File: src/rtl/asf_pkg.sv
package asf_pkg;
    localparam int WORD_W  = 32;
    localparam int NCH     = 2;
    localparam int STAT_W  = 14;

    localparam int A_CTRL  = 'h00;
    localparam int A_MODE  = 'h04;
    localparam int A_DATA  = 'h08;
    localparam int A_MSET  = 'h10;
    localparam int A_MCLR  = 'h14;
    localparam int A_MASK  = 'h18;
    localparam int A_STAT  = 'h1C;

    localparam int SB_READY = 0;
    localparam int SB_EMPTY = 1;
    localparam int SB_FULL  = 2;
    localparam int SB_CHUNK = 3;
    localparam int SB_UDR   = 4;
    localparam int SB_OVR   = 5;
    localparam int SB_RDY1  = 8;
    localparam int SB_UDR1  = 11;

    localparam logic [WORD_W-1:0] MODE_WMASK = 32'h300F_3F7F;

    typedef enum logic [1:0] {
        ACC_INDEX      = 2'd0,
        ACC_TOGGLE     = 2'd1,
        ACC_INTERLEAVE = 2'd2
    } acc_mode_e;

    typedef enum logic {
        DS_CH1 = 1'b0,
        DS_CH2 = 1'b1
    } dist_state_e;

    typedef struct packed {
        logic [1:0] pad_hi;
        logic [1:0] bytes_m1;
        logic [7:0] pad_b;
        logic [3:0] chunk;
        logic [1:0] pad_c;
        logic [5:0] vbits;
        logic       pad_d;
        logic       idx_ch;
        acc_mode_e  acc;
        logic       msb_just;
        logic       big_end;
        logic       dual;
        logic       tx_en;
    } mode_t;
endpackage

File: src/rtl/asf_fifo.sv
module asf_fifo #(
    parameter int W     = 32,
    parameter int DEPTH = 4,
    localparam int AW   = (DEPTH > 1) ? $clog2(DEPTH) : 1,
    localparam int CW   = $clog2(DEPTH + 1)
) (
    input  logic          clk,
    input  logic          rst_n,
    input  logic          clr,
    input  logic          push,
    input  logic [W-1:0]  wdata,
    input  logic          pop,
    output logic [W-1:0]  rdata,
    output logic [CW-1:0] count,
    output logic          full,
    output logic          empty
);
    logic [W-1:0]  mem [DEPTH];
    logic [AW-1:0] wp, rp;
    logic          do_push, do_pop;

    assign full    = (count == CW'(DEPTH));
    assign empty   = (count == '0);
    assign do_push = push && !full && !clr;
    assign do_pop  = pop && !empty && !clr;
    assign rdata   = mem[rp];

    function automatic logic [AW-1:0] bump(input logic [AW-1:0] p);
        return (p == AW'(DEPTH - 1)) ? '0 : p + AW'(1);
    endfunction

    always_ff @(posedge clk or negedge rst_n) begin
        if (!rst_n) begin
            wp    <= '0;
            rp    <= '0;
            count <= '0;
        end else if (clr) begin
            wp    <= '0;
            rp    <= '0;
            count <= '0;
        end else begin
            if (do_push) wp <= bump(wp);
            if (do_pop)  rp <= bump(rp);
            if (do_push && !do_pop)      count <= count + CW'(1);
            else if (!do_push && do_pop) count <= count - CW'(1);
        end
    end

    always_ff @(posedge clk) begin
        if (do_push) mem[wp] <= wdata;
    end

    AST_COUNT_BOUND: assert property (@(posedge clk) disable iff (!rst_n)
        count <= CW'(DEPTH));
    AST_FULL_PUSH_DROPS: assert property (@(posedge clk) disable iff (!rst_n)
        (push && full && !pop && !clr) |=> (count == $past(count)));
endmodule

File: src/rtl/asf_fmt.sv
module asf_fmt #(
    parameter int W    = 32,
    localparam int NB  = W / 8,
    localparam int BMW = (NB > 1) ? $clog2(NB) : 1
) (
    input  logic [W-1:0]   raw,
    input  logic [BMW-1:0] bytes_m1,
    input  logic [5:0]     vbits,
    input  logic           big,
    input  logic           msb,
    output logic [W-1:0]   shaped
);
    logic [W-1:0] sw, lowmask, val;
    int           vbe;
    int           top;

    always_comb begin
        top = int'(bytes_m1);
        sw  = '0;
        for (int i = 0; i < NB; i++) begin
            if (i <= top) begin
                sw[i*8 +: 8] = big ? raw[(top - i)*8 +: 8] : raw[i*8 +: 8];
            end
        end
        vbe     = (vbits == '0 || int'(vbits) > W) ? W : int'(vbits);
        lowmask = (vbe >= W) ? '1 : ((W'(1) << vbe) - W'(1));
        val     = sw & lowmask;
        shaped  = msb ? (val << (W - vbe)) : val;
    end
endmodule

File: src/rtl/asf_dist.sv
module asf_dist
    import asf_pkg::*;
(
    input  logic           clk,
    input  logic           rst_n,
    input  logic           clr,
    input  logic           wr,
    input  logic           dual,
    input  acc_mode_e      acc,
    input  logic           idx_ch,
    output logic [NCH-1:0] push,
    output logic           split
);
    dist_state_e state_q, state_d;

    always_ff @(posedge clk or negedge rst_n) begin
        if (!rst_n) state_q <= DS_CH1;
        else        state_q <= state_d;
    end

    always_comb begin
        state_d = state_q;
        if (clr) begin
            state_d = DS_CH1;
        end else if (wr && dual && acc == ACC_TOGGLE) begin
            unique case (state_q)
                DS_CH1: state_d = DS_CH2;
                DS_CH2: state_d = DS_CH1;
            endcase
        end
    end

    always_comb begin
        push  = '0;
        split = dual && (acc == ACC_INTERLEAVE);
        if (wr && !clr) begin
            if (!dual) begin
                push = 2'b01;
            end else begin
                unique case (acc)
                    ACC_TOGGLE:     push = (state_q == DS_CH1) ? 2'b01 : 2'b10;
                    ACC_INTERLEAVE: push = 2'b11;
                    default:        push = idx_ch ? 2'b10 : 2'b01;
                endcase
            end
        end
    end

    AST_SINGLE_TARGET: assert property (@(posedge clk) disable iff (!rst_n)
        (!split) |-> ($countones(push) <= 1));
endmodule

File: src/rtl/audio_sample_formatter.sv
module audio_sample_formatter
    import asf_pkg::*;
#(
    parameter int FIFO_DEPTH = 4,
    parameter int ADDR_W     = 8
) (
    input  logic              clk,
    input  logic              rst_n,
    input  logic              reg_wr,
    input  logic              reg_rd,
    input  logic [ADDR_W-1:0] reg_addr,
    input  logic [31:0]       reg_wdata,
    output logic [31:0]       reg_rdata,
    input  logic              smp_req,
    input  logic              smp_ch,
    output logic [31:0]       smp_data,
    output logic              dma_req,
    output logic              irq
);
    localparam int CW   = $clog2(FIFO_DEPTH + 1);
    localparam int HALF = WORD_W / 2;

    mode_t              mode_q;
    logic [STAT_W-1:0]  mask_q;
    logic [STAT_W-1:0]  stat;
    logic               ovr_q, udr_q;
    logic [NCH-1:0]     udr_ch_q;
    logic [WORD_W-1:0]  hold_q;

    logic               soft_rst, q_clr, fifo_clr, data_wr, stat_rd;
    logic [NCH-1:0]     push, pop, full, empty, ch_ok, udr_ev;
    logic               split, ovr_ev, lane, take;
    logic [WORD_W-1:0]  lane_raw [NCH];
    logic [WORD_W-1:0]  lane_fmt [NCH];
    logic [WORD_W-1:0]  fdata    [NCH];
    logic [CW-1:0]      cnt      [NCH];
    int                 need;

    assign soft_rst = reg_wr && reg_addr == ADDR_W'(A_CTRL) && reg_wdata[0];
    assign q_clr    = reg_wr && reg_addr == ADDR_W'(A_CTRL) && reg_wdata[1];
    assign fifo_clr = soft_rst || q_clr;
    assign data_wr  = reg_wr && reg_addr == ADDR_W'(A_DATA);
    assign stat_rd  = reg_rd && reg_addr == ADDR_W'(A_STAT);

    asf_dist u_dist (
        .clk    (clk),
        .rst_n  (rst_n),
        .clr    (fifo_clr),
        .wr     (data_wr),
        .dual   (mode_q.dual),
        .acc    (mode_q.acc),
        .idx_ch (mode_q.idx_ch),
        .push   (push),
        .split  (split)
    );

    assign lane_raw[0] = split ? {{HALF{1'b0}}, reg_wdata[HALF-1:0]} : reg_wdata;
    assign lane_raw[1] = split ? {{HALF{1'b0}}, reg_wdata[WORD_W-1:HALF]} : reg_wdata;

    assign take   = smp_req && mode_q.tx_en;
    assign pop[0] = take && !smp_ch;
    assign pop[1] = take && mode_q.dual && smp_ch;
    assign lane   = mode_q.dual && smp_ch;

    for (genvar c = 0; c < NCH; c++) begin : g_lane
        asf_fmt #(.W(WORD_W)) u_fmt (
            .raw      (lane_raw[c]),
            .bytes_m1 (mode_q.bytes_m1),
            .vbits    (mode_q.vbits),
            .big      (mode_q.big_end),
            .msb      (mode_q.msb_just),
            .shaped   (lane_fmt[c])
        );
        asf_fifo #(.W(WORD_W), .DEPTH(FIFO_DEPTH)) u_fifo (
            .clk   (clk),
            .rst_n (rst_n),
            .clr   (fifo_clr),
            .push  (push[c]),
            .wdata (lane_fmt[c]),
            .pop   (pop[c]),
            .rdata (fdata[c]),
            .count (cnt[c]),
            .full  (full[c]),
            .empty (empty[c])
        );
        assign ch_ok[c]  = (FIFO_DEPTH - int'(cnt[c])) >= need;
        assign udr_ev[c] = pop[c] && empty[c];
    end

    assign need   = (mode_q.chunk == '0) ? 1 : int'(mode_q.chunk);
    assign ovr_ev = |(push & full);

    always_comb begin
        stat           = '0;
        stat[SB_READY] = !full[0] && (!mode_q.dual || !full[1]);
        stat[SB_EMPTY] = empty[0] && (!mode_q.dual || empty[1]);
        stat[SB_FULL]  = full[0] || (mode_q.dual && full[1]);
        stat[SB_CHUNK] = ch_ok[0] && (!mode_q.dual || ch_ok[1]);
        stat[SB_UDR]   = udr_q;
        stat[SB_OVR]   = ovr_q;
        stat[SB_RDY1 +: NCH] = ~full;
        stat[SB_UDR1 +: NCH] = udr_ch_q;
    end

    assign irq     = |(stat & mask_q);
    assign dma_req = mode_q.tx_en && stat[SB_CHUNK];

    always_ff @(posedge clk or negedge rst_n) begin
        if (!rst_n) begin
            mode_q   <= '0;
            mask_q   <= '0;
            ovr_q    <= 1'b0;
            udr_q    <= 1'b0;
            udr_ch_q <= '0;
        end else if (soft_rst) begin
            mode_q   <= '0;
            mask_q   <= '0;
            ovr_q    <= 1'b0;
            udr_q    <= 1'b0;
            udr_ch_q <= '0;
        end else begin
            if (reg_wr && reg_addr == ADDR_W'(A_MODE))
                mode_q <= mode_t'(reg_wdata & MODE_WMASK);
            if (reg_wr && reg_addr == ADDR_W'(A_MSET))
                mask_q <= mask_q | reg_wdata[STAT_W-1:0];
            if (reg_wr && reg_addr == ADDR_W'(A_MCLR))
                mask_q <= mask_q & ~reg_wdata[STAT_W-1:0];
            ovr_q    <= (ovr_q && !stat_rd) || ovr_ev;
            udr_q    <= (udr_q && !stat_rd) || (|udr_ev);
            udr_ch_q <= (stat_rd ? '0 : udr_ch_q) | udr_ev;
        end
    end

    always_ff @(posedge clk or negedge rst_n) begin
        if (!rst_n) begin
            reg_rdata <= '0;
        end else if (reg_rd) begin
            if (reg_addr == ADDR_W'(A_MODE))      reg_rdata <= mode_q;
            else if (reg_addr == ADDR_W'(A_MASK)) reg_rdata <= {{(32-STAT_W){1'b0}}, mask_q};
            else if (reg_addr == ADDR_W'(A_STAT)) reg_rdata <= {{(32-STAT_W){1'b0}}, stat};
            else                                  reg_rdata <= '0;
        end
    end

    always_ff @(posedge clk or negedge rst_n) begin
        if (!rst_n) begin
            smp_data <= '0;
            hold_q   <= '0;
        end else if (soft_rst) begin
            smp_data <= '0;
            hold_q   <= '0;
        end else if (smp_req) begin
            if (!mode_q.tx_en) begin
                smp_data <= '0;
            end else if (!mode_q.dual && smp_ch) begin
                smp_data <= hold_q;
            end else begin
                smp_data <= empty[lane] ? '0 : fdata[lane];
                if (!mode_q.dual) hold_q <= empty[0] ? '0 : fdata[0];
            end
        end
    end

    AST_SOFT_RESET_CLEARS: assert property (@(posedge clk) disable iff (!rst_n)
        soft_rst |=> (mode_q == '0 && mask_q == '0));
    AST_UNDERRUN_ZERO: assert property (@(posedge clk) disable iff (!rst_n)
        (smp_req && mode_q.tx_en && mode_q.dual && empty[smp_ch] && !soft_rst)
            |=> (smp_data == '0 && udr_q));
    AST_TX_OFF_HOLDS: assert property (@(posedge clk) disable iff (!rst_n)
        (!mode_q.tx_en && !reg_wr) |=> (cnt[0] == $past(cnt[0]) && cnt[1] == $past(cnt[1])));
    AST_IRQ_NEEDS_MASK: assert property (@(posedge clk) disable iff (!rst_n)
        irq |-> (mask_q != '0));
endmodule

File: config.mk
export PLATFORM = sky130hd
export DESIGN_NAME = audio_sample_formatter
export DESIGN_NICKNAME = d
export VERILOG_FILES = /design/src/rtl/asf_pkg.sv /design/src/rtl/asf_fifo.sv /design/src/rtl/asf_fmt.sv /design/src/rtl/asf_dist.sv /design/src/rtl/audio_sample_formatter.sv
export SDC_FILE = /design/constraint.sdc
export NUM_CORES = 1
export LEC_CHECK = 0
export BUFFER_PORTS_ARGS = -buffer_cell sky130_fd_sc_hd__buf_2
export CORE_ASPECT_RATIO = 2
export CORE_UTILIZATION = 35
export DETAILED_ROUTE_END_ITERATION = 16
export PLACE_DENSITY = 0.58
export SLEW_MARGIN = 10
export SYNTH_ARGS = -nofsm -noshare
export SYNTH_HDL_FRONTEND = slang
export SYNTH_SLANG_ARGS = --single-unit
File: constraint.sdc
create_clock -name clk -period 4.27 [get_ports clk]
set_input_delay 0.854 -clock clk [delete_from_list [all_inputs] [get_ports clk]]
set_output_delay 0.854 -clock clk [all_outputs]
set_load 0.005 [all_outputs]
# == Yosys cells after proc, flatten, opt, wreduce, memory -nomap -nowiden ==
# Memories as Yosys holds them, arrays and structs flattened.
# Index checks and enable logic that the tools add are counted.
# op_classes
reduce_logical,79
n_addsub,15
n_mux,79
shift,11
eq_ne,16
n_bitwise,11
order_cmp,9
# ops
cell,count
32-bit two-way mux,22
32-bit by 32-bit variable part select with 8-bit output,6
8-bit two-way mux,14
32-bit bitwise AND,2
32-bit by 6-bit variable part select with 8-bit output,2
32-bit by 32-bit left shift with 32-bit output,2
14-bit two-way mux,4
1-bit logical AND,39
2-bit two-way mux,18
"8-bit by 5-bit == test with 1-bit output, second input constant",4
"32-bit by 7-bit greater-or-equal comparator with 1-bit output, second input constant",1
"1-bit by 32-bit left shift with 32-bit output, first input constant",1
"32-bit by 1-bit subtractor with 32-bit output, second input constant",1
"7-bit by 32-bit subtractor with 32-bit output, first input constant",1
3-bit two-way mux,6
2-bit nonzero test,8
13-bit by 14-bit bitwise AND with 14-bit output,1
14-bit bitwise AND,1
14-bit inverter,1
14-bit bitwise OR,1
14-bit OR reduction,1
13-bit two-way mux,1
1-bit logical NOT,12
"2-bit == test, second input constant",5
other kinds (36),66
# totals
mem_count,2
output_inout_bits,66
elab_cells,249
ram_bits,256
in_bits,46
reg_bits,161
# mem_list
memory,words,width,rd,rd_ports_with_merged_regs,write_ports,line,text
g_lane[0].u_fifo.mem,4,32,1,0,1,asf_fifo.sv:18,logic [W-1:0] mem [DEPTH];
g_lane[1].u_fifo.mem,4,32,1,0,1,asf_fifo.sv:18,

# == Depth between registers and ports, before layout ==
# Gate-level depths: netlist (run 1).
# logic_depth
word_depth,14
depth_mapped,21
ltp_nobuf,15

# == Hierarchy ==
# From an unflattened synthesis (run 1), not the netlist that was laid out.
# hier_totals
cells_unflattened,2755
area_unflattened_um2,27224.9
# by_module_without_submodules
module,n_inst,area_per_inst_um2,cells_each,seq_area_each_um2
asf_fifo,2,5303.8,237,4018.9
audio_sample_formatter,1,6816.5,779,3027.9
asf_fmt (g_lane[0].u_fmt),1,4828.4,745,0.0
asf_fmt (g_lane[1].u_fmt),1,4819.6,737,0.0
asf_dist,1,152.6,20,25.0

# == Worst setup path after synthesis (run 1) ==
# Ideal clock, no wire load.
# synth_path
path_type,register to register
start,register mode_q[8] in the netlist's numbering
end,"memory g_lane[1].u_fifo.mem[0][30], data pin"
n_path_buf,5
t_arrival_ns,4.237
required_time_ns,3.989
synth_period_minus_slack_ns,4.517
stages_incl_launch_ff,21
setup_ns,0.281
setup_slack_ns,-0.247
path_cell_list,dfrtp_1 buf_2 nor2b_1 buf_2 inv_1 clkbuf_1 ha_1 ha_1 clkbuf_2 clkbuf_1 nand3_1 ha_1 o21a_1 a221o_1 nand4_2 o22ai_2 mux2_2 o221a_1 or3_1 a31oi_1 a31oi_1
# synth_between
elab_chain_cells,9
word_cells_on_any_way,12
cone_classes,add/sub: 2; order compare: 2; shift: 2; mux: 3; bitwise: 1; reduce/logical: 2
# synth_lines
element,line,text
"start, declared",audio_sample_formatter.sv:23,mode_t mode_q;
"start signal, assigned",audio_sample_formatter.sv:123,mode_q <= mode_t'(reg_wdata & MODE_WMASK);
6-bit greater-than comparator or 6-bit logical NOT (tied branches),asf_fmt.sv:25,vbe = (vbits == '0 || int'(vbits) > W) ? W : int'(vbits);
1-bit logical OR,asf_fmt.sv:25,
6-bit two-way mux *,asf_fmt.sv:25,
1-bit by 32-bit left shift with 32-bit output,asf_fmt.sv:26,lowmask = (vbe >= W) ? '1 : ((W'(1) << vbe) - W'(1));
32-bit by 1-bit subtractor with 32-bit output,asf_fmt.sv:26,
32-bit two-way mux,asf_fmt.sv:26,
32-bit bitwise AND,asf_fmt.sv:27,val = sw & lowmask;
32-bit by 32-bit left shift with 32-bit output,asf_fmt.sv:28,shaped = msb ? (val << (W - vbe)) : val;
32-bit two-way mux *,asf_fmt.sv:28,
via g_lane[1].u_fifo.wdata[30],asf_fifo.sv:11,"input logic [W-1:0] wdata,"
"end, declared",asf_fifo.sv:18,
# The timed path passes the listed nets; every way through them passes the cells marked *.

# == Final worst setup path (run 1) ==
# layout_path
start,register mode_q[13] in the netlist's numbering
end,"memory g_lane[1].u_fifo.mem[2][21], data pin"
# Same word-level chain as after synthesis.

==> impl_metrics.tcl, run 1 <==
set metrics [dict create \
    setup_violations 0 \
    rows 138 \
    wl_um 132200 \
    period_share_pct 99.49 \
    cts_num_sinks 392 \
    fmax_mhz 235.4 \
    io_buffers 99 \
    root_buffer "clkbuf_16" \
    final.min_clock_period_ns 4.248 \
    grt_overflow 0 \
    io_pins 112 \
    fin_skew_ns 0.04557 \
    tightest_slew_ns 1.029 \
    end_kind "flop" \
    yosysUniqueCellTypes 114 \
    hp-class "input port to async pin" \
    die_h_um 379.5 \
    critical_path_arrival_ns 4.67 \
    max-cap-violations 0 \
    ys_seq_area_share_pct 44.46 \
    initial_core_util_pct 35.32 \
    dr_total_vias 24424 \
    maxSlewViolCount 0 \
    drive_gt1_share_pct 35.63 \
    syn-cell-area_um2 24940 \
    fp.dieW_um 190.8 \
    dieArea_um2 72400 \
    synthFlopType "edfxtp_1" \
    p_leak_nw 13.13 \
    relSlewSlack_pct 30.67 \
    drtPass1Iterations 6 \
    whs_ns 0.2684 \
    synth_edf_count 256 \
    area_delta_synth_final_pct 32.52 \
    synthArstFlopShare_pct 34.69 \
    gp_congestion 1.061 \
    drt_iter0_drc 2111 \
    cts_buffer_depth 3 \
    worst_ep_required_time_ns 4.69 \
    grt_pass1_vias 24718 \
    yosys_warnings 0 \
    cts_tree "yes" \
    antenna_found_initial 2 \
    cts_hold_buf 0 \
    ys_ff_latch 392 \
    clkTransAtPathRegs_ns 0.09 \
    fin_tns_setup_ns 0 \
    post_drt_wl_per_cell_um 33.25 \
    coreArea_um2 70620 \
    use_met1_pct 34.88 \
    rsz0062_at_grt "yes" \
    fin_nets 3123 \
    critical_path.startpoint_type "flop" \
    critPathKind "flop to flop" \
    busiest_layer "met2" \
    drtAntennaViolNets 0 \
    clkLatencyLatePin_ns 0.60 \
    ir_drop_uv 367.7 \
    h-tree-depth 2 \
    synth_cells 2487 \
    grt_pass1_wl_um 184800 \
    route.detailed.drc 0 \
    cts_made_buffers 37 \
    grt_start_max_net_pins 79 \
    syn_area_per_cell_um2 10.03 \
    use_met3_pct 5.227 \
    p_per_area_nw_per_um2 361.0 \
    met2_usage_pct 64.53 \
    dp_hpwl_um 105100 \
    viasPerCell 6.143 \
    track_usage_pct 36.39 \
    outcome "completed" \
    hold_viol 0 \
    crit_fanout 16 \
]
-- cell type report --
class | instances | area [um^2]
repair buffers | 714 | 5538
fillers | 6731 | 37560
clock inverters | 22 | 251.5
flip-flops and latches | 392 | 11100
well taps | 910 | 1139
inverters | 61 | 231.5
clock buffers | 46 | 969.7
diodes | 1 | 2.502
multi-input cells | 1830 | 13820
-- stage by stage --
| step | cell area (um^2) | util, % | setup slack, ns | instances | power (W) |
|---|---|---|---|---|---|
| floorplan | 25000 | - | 0.02993 | 2498 | 0.006107 |
| global placement | 30590 | 43.31 | -0.7353 | 3888 | 0.008163 |
| detailed placement | 30590 | 43.31 | -0.7286 | 3888 | 0.008194 |
| CTS | 32290 | 45.72 | -0.001823 | 3963 | 0.01173 |
| global route | 33050 | 46.80 | -0.06177 | 3975 | 0.01227 |
| finish | 33060 | 46.81 | 0.02199 | 3976 | 0.01193 |
-- synth_stat cells, drive strengths merged, types with 8 or more instances --
library cell  count  area (um^2)
clkbuf          139        523.0
mux2             30        337.8
mux4             68         1531
o32a              9        90.09
or2               9        56.30
xnor2            13        113.9
and3             18        112.6
a21o             13        105.1
buf              76        409.1
a211oi           34        277.8
edfxtp          256         7687
nand3            91        460.4
o221ai           14        122.6
o31ai            12        95.09
mux2i            83        830.8
o32ai            24        217.7
o2bb2ai          13        113.9
nand2b           25        156.4
o211ai           31        242.7
a32oi             8        70.07
a21boi            8        60.05
o22ai            85        550.5
a211o             8        70.07
a221oi           11        108.9
nor2b            13        81.33
inv              60        225.2
a22o             43        376.6
o21a             11        82.58
nor3             60        325.3
dfrtp           136         3403
a31oi            17        106.4
ha               39        488.0
a22oi           119        898.4
nor4             16        118.9
o21ai           106        530.5
a21oi           157        793.3
and2             25        156.4
or3              17        116.4
nor2            277         1042
or4               8        63.81
nand2           195        734.5
nand4             9        62.56
-- kinds of logic (layout without fill, tap and decap cells) --
| family | after synthesis | after routing | synth area share [%] |
|---|---|---|---|
| AOI/OAI and AO/OA | 793 | 793 | 22.48 |
| xor gates and xnor gates | 15 | 15 | 0.5267 |
| adders and majority gates | 41 | 41 | 2.117 |
| buffers and inverters | 276 | 843 | 4.655 |
| DFF | 392 | 392 | 44.46 |
| muxes | 181 | 181 | 10.82 |
| other | 1 | 13 | 0.01503 |
| and+or+nand+nor | 788 | 788 | 14.92 |
-- state kept, by name (all words and copies together), names as in the netlist --
| name | cells |
|---|---|
| smp_data | 32 |
| ovr_q | 1 |
| mask_q | 14 |
| hold_q | 32 |
| g_lane.u_fifo.wp | 4 |
| u_dist.state_q | 1 |
| reg_rdata | 20 |
| g_lane.u_fifo.mem | 256 |
| udr_ch_q | 2 |
| g_lane.u_fifo.count | 6 |
| mode_q | 19 |
| udr_q | 1 |
| g_lane.u_fifo.rp | 4 |
-- power by group --
part           switching (W)  leakage (nW)  total (W)  internal, W
combinational        0.00256          8.29    0.00423      0.00168
sequential          0.000108          4.25    0.00428      0.00417
clock                0.00153         0.582    0.00342      0.00189
total                0.00420          13.1     0.0119      0.00774
-- routing by layer --
metal | vias up | wire length [um]
met3 | 452 | 6322
met5 | - | 0
met1 | 12189 | 41770
met4 | 0 | 16100
li1 | 10653 | -
met2 | 1130 | 68030
-- path summary, 6_finish.rpt --
check	start	endpoint	slack, ns	cells past startpoint
min	rst_n	mask_q[6]	0.27	1
max in group asynchronous	rst_n	hold_q[17]	3.07	2
min reg2reg	smp_data[24]	smp_data[24]	0.50	1
max reg2reg	mode_q[13]	g_lane[1].u_fifo.mem[2][21]	0.02	19
max	mode_q[13]	g_lane[1].u_fifo.mem[2][21]	0.02	19
min in group clk	smp_data[24]	smp_data[24]	0.50	1
-- cells in the final DEF, fill, tap and decap left out, drive strengths merged, types with 18 or more instances in the layout --
cell    count
nand3      91
mux4       68
a22oi     119
nand2     195
ha         39
mux2       30
o32ai      24
o211ai     31
nand2b     25
mux2i      83
edfxtp    256
a22o       43
a21oi     157
clkbuf     46
dfrtp     136
buf       714
inv        65
and3       18
o22ai      85
nor2      277
nor3       60
and2       25
o21ai     106
a211oi     34
-- critical path, cell delays in order (launching register included) --
cell	delay, ns
dfrtp_2	0.45
buf_4	0.15
buf_4	0.20
nor3_4	0.18
nand3_2	0.19
ha_4	0.24
buf_4	0.13
o211ai_1	0.43
buf_4	0.25
nand2_1	0.06
buf_4	0.17
o22ai_1	0.19
buf_4	0.20
mux2i_1	0.12
buf_4	0.18
o21a_1	0.25
nor3_2	0.13
o22ai_1	0.12
o22ai_1	0.19
buf_4	0.21
-- repair_timing --
action | in CTS | in global routing
endpoints found under the setup margin | 171 | 204
resized for setup | 86 | 136
endpoints found under the hold margin | 0 | 0
setup buffers | 7 | 14
pin swaps | 17 | 51
Note: power is estimated with default switching activity, not from simulation.
==> run 2: changes to the inputs <==
PLACE_DENSITY = 0.56   (was 0.58)
clock period = 4.7 ns   (was 4.27 ns; I/O delays follow)
==> run 2 against run 1 <==
Maximum frequency shrank 8.6%. Combinational power decreased by 17%. Sequential cell count unchanged.
==> impl_metrics.tcl, run 2 (synthesis results as in run 1) <==
set metrics [dict create \
    critical_path_arrival_ns 4.96 \
    grt_pass1_wl_um 185400 \
    route.detailed.drc 0 \
    end_kind "flop" \
    fillCellCount 6801 \
    p_per_area_nw_per_um2 335.5 \
    io_buffers 99 \
    root_buffer "clkbuf_16" \
    largest_reg_flops 256 \
    p_switching_w 0.003697 \
    path_buf_inv 7 \
    cts_buffer_depth 3 \
    coreArea_um2 70620 \
    hold_viol 0 \
    hp-class "input port to async pin" \
    die_h_um 379.5 \
    tightest_slew_ns 1.057 \
    wl_um 132000 \
    cts_tree "yes" \
    track_usage_pct 36.57 \
    final_common_cell "buf_4" \
    grt_pass1_vias 24576 \
    pwr-share-seq_pct 36.9 \
    clkPwrFrac_pct 29.6 \
    outcome "completed" \
    period_share_pct 98.86 \
    antenna_found_initial 7 \
    critPathMostFrequentCell "buf_4" \
    fin_skew_ns 0.03056 \
    fin_cells 3871 \
    power_w 0.01052 \
    drt_iter0_drc 2238 \
    fin_nets 3017 \
    drtPass1Iterations 6 \
    cts_num_sinks 392 \
    whs_ns 0.4225 \
    cts_hold_buf 0 \
    grt_start_max_net_pins 79 \
    relSlewSlack_pct 29.21 \
    worst_ep_required_time_ns 5.01 \
    fin_tns_setup_ns 0 \
    fp.dieW_um 190.8 \
    path_cells "buf_4 -> nand2b_4 -> ha_2 -> buf_4 -> nor4bb_2 -> buf_4 -> a21o_4 -> buf_4 -> a211oi_4 -> a21oi_1 -> buf_4 -> o211ai_1 -> buf_4 -> o32ai_2 -> buf_4 -> mux2i_1 -> o211ai_1 -> a21o_1" \
    intPower_w 0.006826 \
    post_drt_wl_per_cell_um 34.11 \
    io_pins 112 \
    h-tree-depth 2 \
    area_delta_synth_final_pct 25.74 \
    cts_made_buffers 38 \
    dr_total_vias 24148 \
    maxSlewViolCount 0 \
    pwr-share-comb_pct 33.5 \
    fmax_mhz 215.2 \
    reg_top3 "g_lane.u_fifo.mem x256, hold_q x32, smp_data x32" \
    viasPerCell 6.238 \
    p_leak_nw 12.41 \
    switching_share_pct 35.13 \
    critical_path.startpoint_type "flop" \
    clkTransAtPathRegs_ns 0.06 \
    clkLatencyLatePin_ns 0.59 \
    final_cell_mix "buf_4, nor2_1, edfxtp_1" \
    regMostFlops "g_lane.u_fifo.mem" \
    drtAntennaViolNets 0 \
    critPathKind "flop to flop" \
    setup_violations 0 \
    critical_path.top_delay_family "compound AO/OA/AOI/OAI gates" \
    dieArea_um2 72400 \
    critical_path.max_stage_delay_ns 0.48 \
    slowest_stage "o211ai_1" \
    gp_congestion 1.056 \
    drive_gt1_share_pct 30.32 \
    initial_core_util_pct 35.32 \
    placed_area_um2 29740 \
    final.min_clock_period_ns 4.646 \
    crit_fanout 5 \
    ir_drop_uv 329.0 \
    grt_overflow 0 \
    rows 138 \
    postLayoutCellArea_um2 31360 \
    dp.cells 3796 \
    dp_hpwl_um 103400 \
    max-cap-violations 0 \
]
-- run 2: cell count changes in the layout (fill, tap and decap cells not counted), sizes merged --
cell / previous run / this run
buf: 714 / 607
bufinv: 4 / 3
clkbuf: 46 / 45
clkinv: 8 / 13
clkinvlp: 6 / 5
diode: 1 / 3
inv: 65 / 63
-- run 2: routing by layer --
layer	wire [um]	track usage [%]	vias up
met5	64	0	-
met4	17390	38.50	8
met3	7379	6.566	492
met2	65630	62.69	1229
met1	41590	35.12	11978
li1	-	-	10441
-- run 2: timing repair --
item                                    in CTS  in global routing
pin swaps                                    3                 17
hold endpoints to repair                     0                  0
setup buffers                                1                  3
resized for setup                            9                 70
cloned                                       0                  0
endpoints found under the setup margin      80                132
-- run 2: worst reg2reg max path: stages (launching register included) --
cell,delay [ns]
dfrtp_2,0.45
buf_4,0.19
nand2b_4,0.18
ha_2,0.21
buf_4,0.15
nor4bb_2,0.16
buf_4,0.14
a21o_4,0.19
buf_4,0.17
a211oi_4,0.33
a21oi_1,0.17
buf_4,0.17
o211ai_1,0.24
buf_4,0.25
o32ai_2,0.10
buf_4,0.15
mux2i_1,0.24
o211ai_1,0.49
a21o_1,0.40
-- run 2: worst paths after layout --
check / startpoint / endpoint / slack, ns / depth (start not counted)
max: mode_q[13] / g_lane[1].u_fifo.mem[3][28] / 0.05 / 18
min: rst_n / mode_q[5] / 0.42 / 1
max reg2reg: mode_q[13] / g_lane[1].u_fifo.mem[3][28] / 0.05 / 18
min reg2reg: smp_data[29] / smp_data[29] / 0.50 / 1
max in group asynchronous: rst_n / hold_q[15] / 3.39 / 2
min in group clk: smp_data[29] / smp_data[29] / 0.50 / 1
-- run 2: final cells by class --
cell class	count	area [um^2]	share of cell area (%)
Multi-Input combinational cell	1830	13090	41.73
Tap cell	910	1139	3.630
Sequential cell	392	11100	35.39
Antenna cell	3	7.507	0.02394
Inverter	61	229.0	0.7300
Timing Repair Buffer	607	4543	14.49
Clock buffer	45	991.0	3.160
Clock inverter	23	265.3	0.8457
-- run 2: stage by stage --
| stage | setup slack (ns) | util [%] |
|---|---|---|
| after CTS | 0.003621 | 43.98 |
| after global placement | -0.7905 | 42.11 |
| after detailed placement | -0.6621 | 42.11 |
| final | 0.05358 | 44.41 |
| after floorplan | 0.1828 | - |
| after global routing | -0.01232 | 44.40 |
-- run 2: power by group through the flow --
stage	Combinational (W)	Clock (W)	Sequential [W]
final	0.00352	0.00312	0.00388
after floorplan	0.00164	0	0.00390
after CTS	0.00335	0.00318	0.00388
after global routing	0.00366	0.00331	0.00389
after detailed placement	0.00332	0	0.00395
after global placement	0.00331	0	0.00395
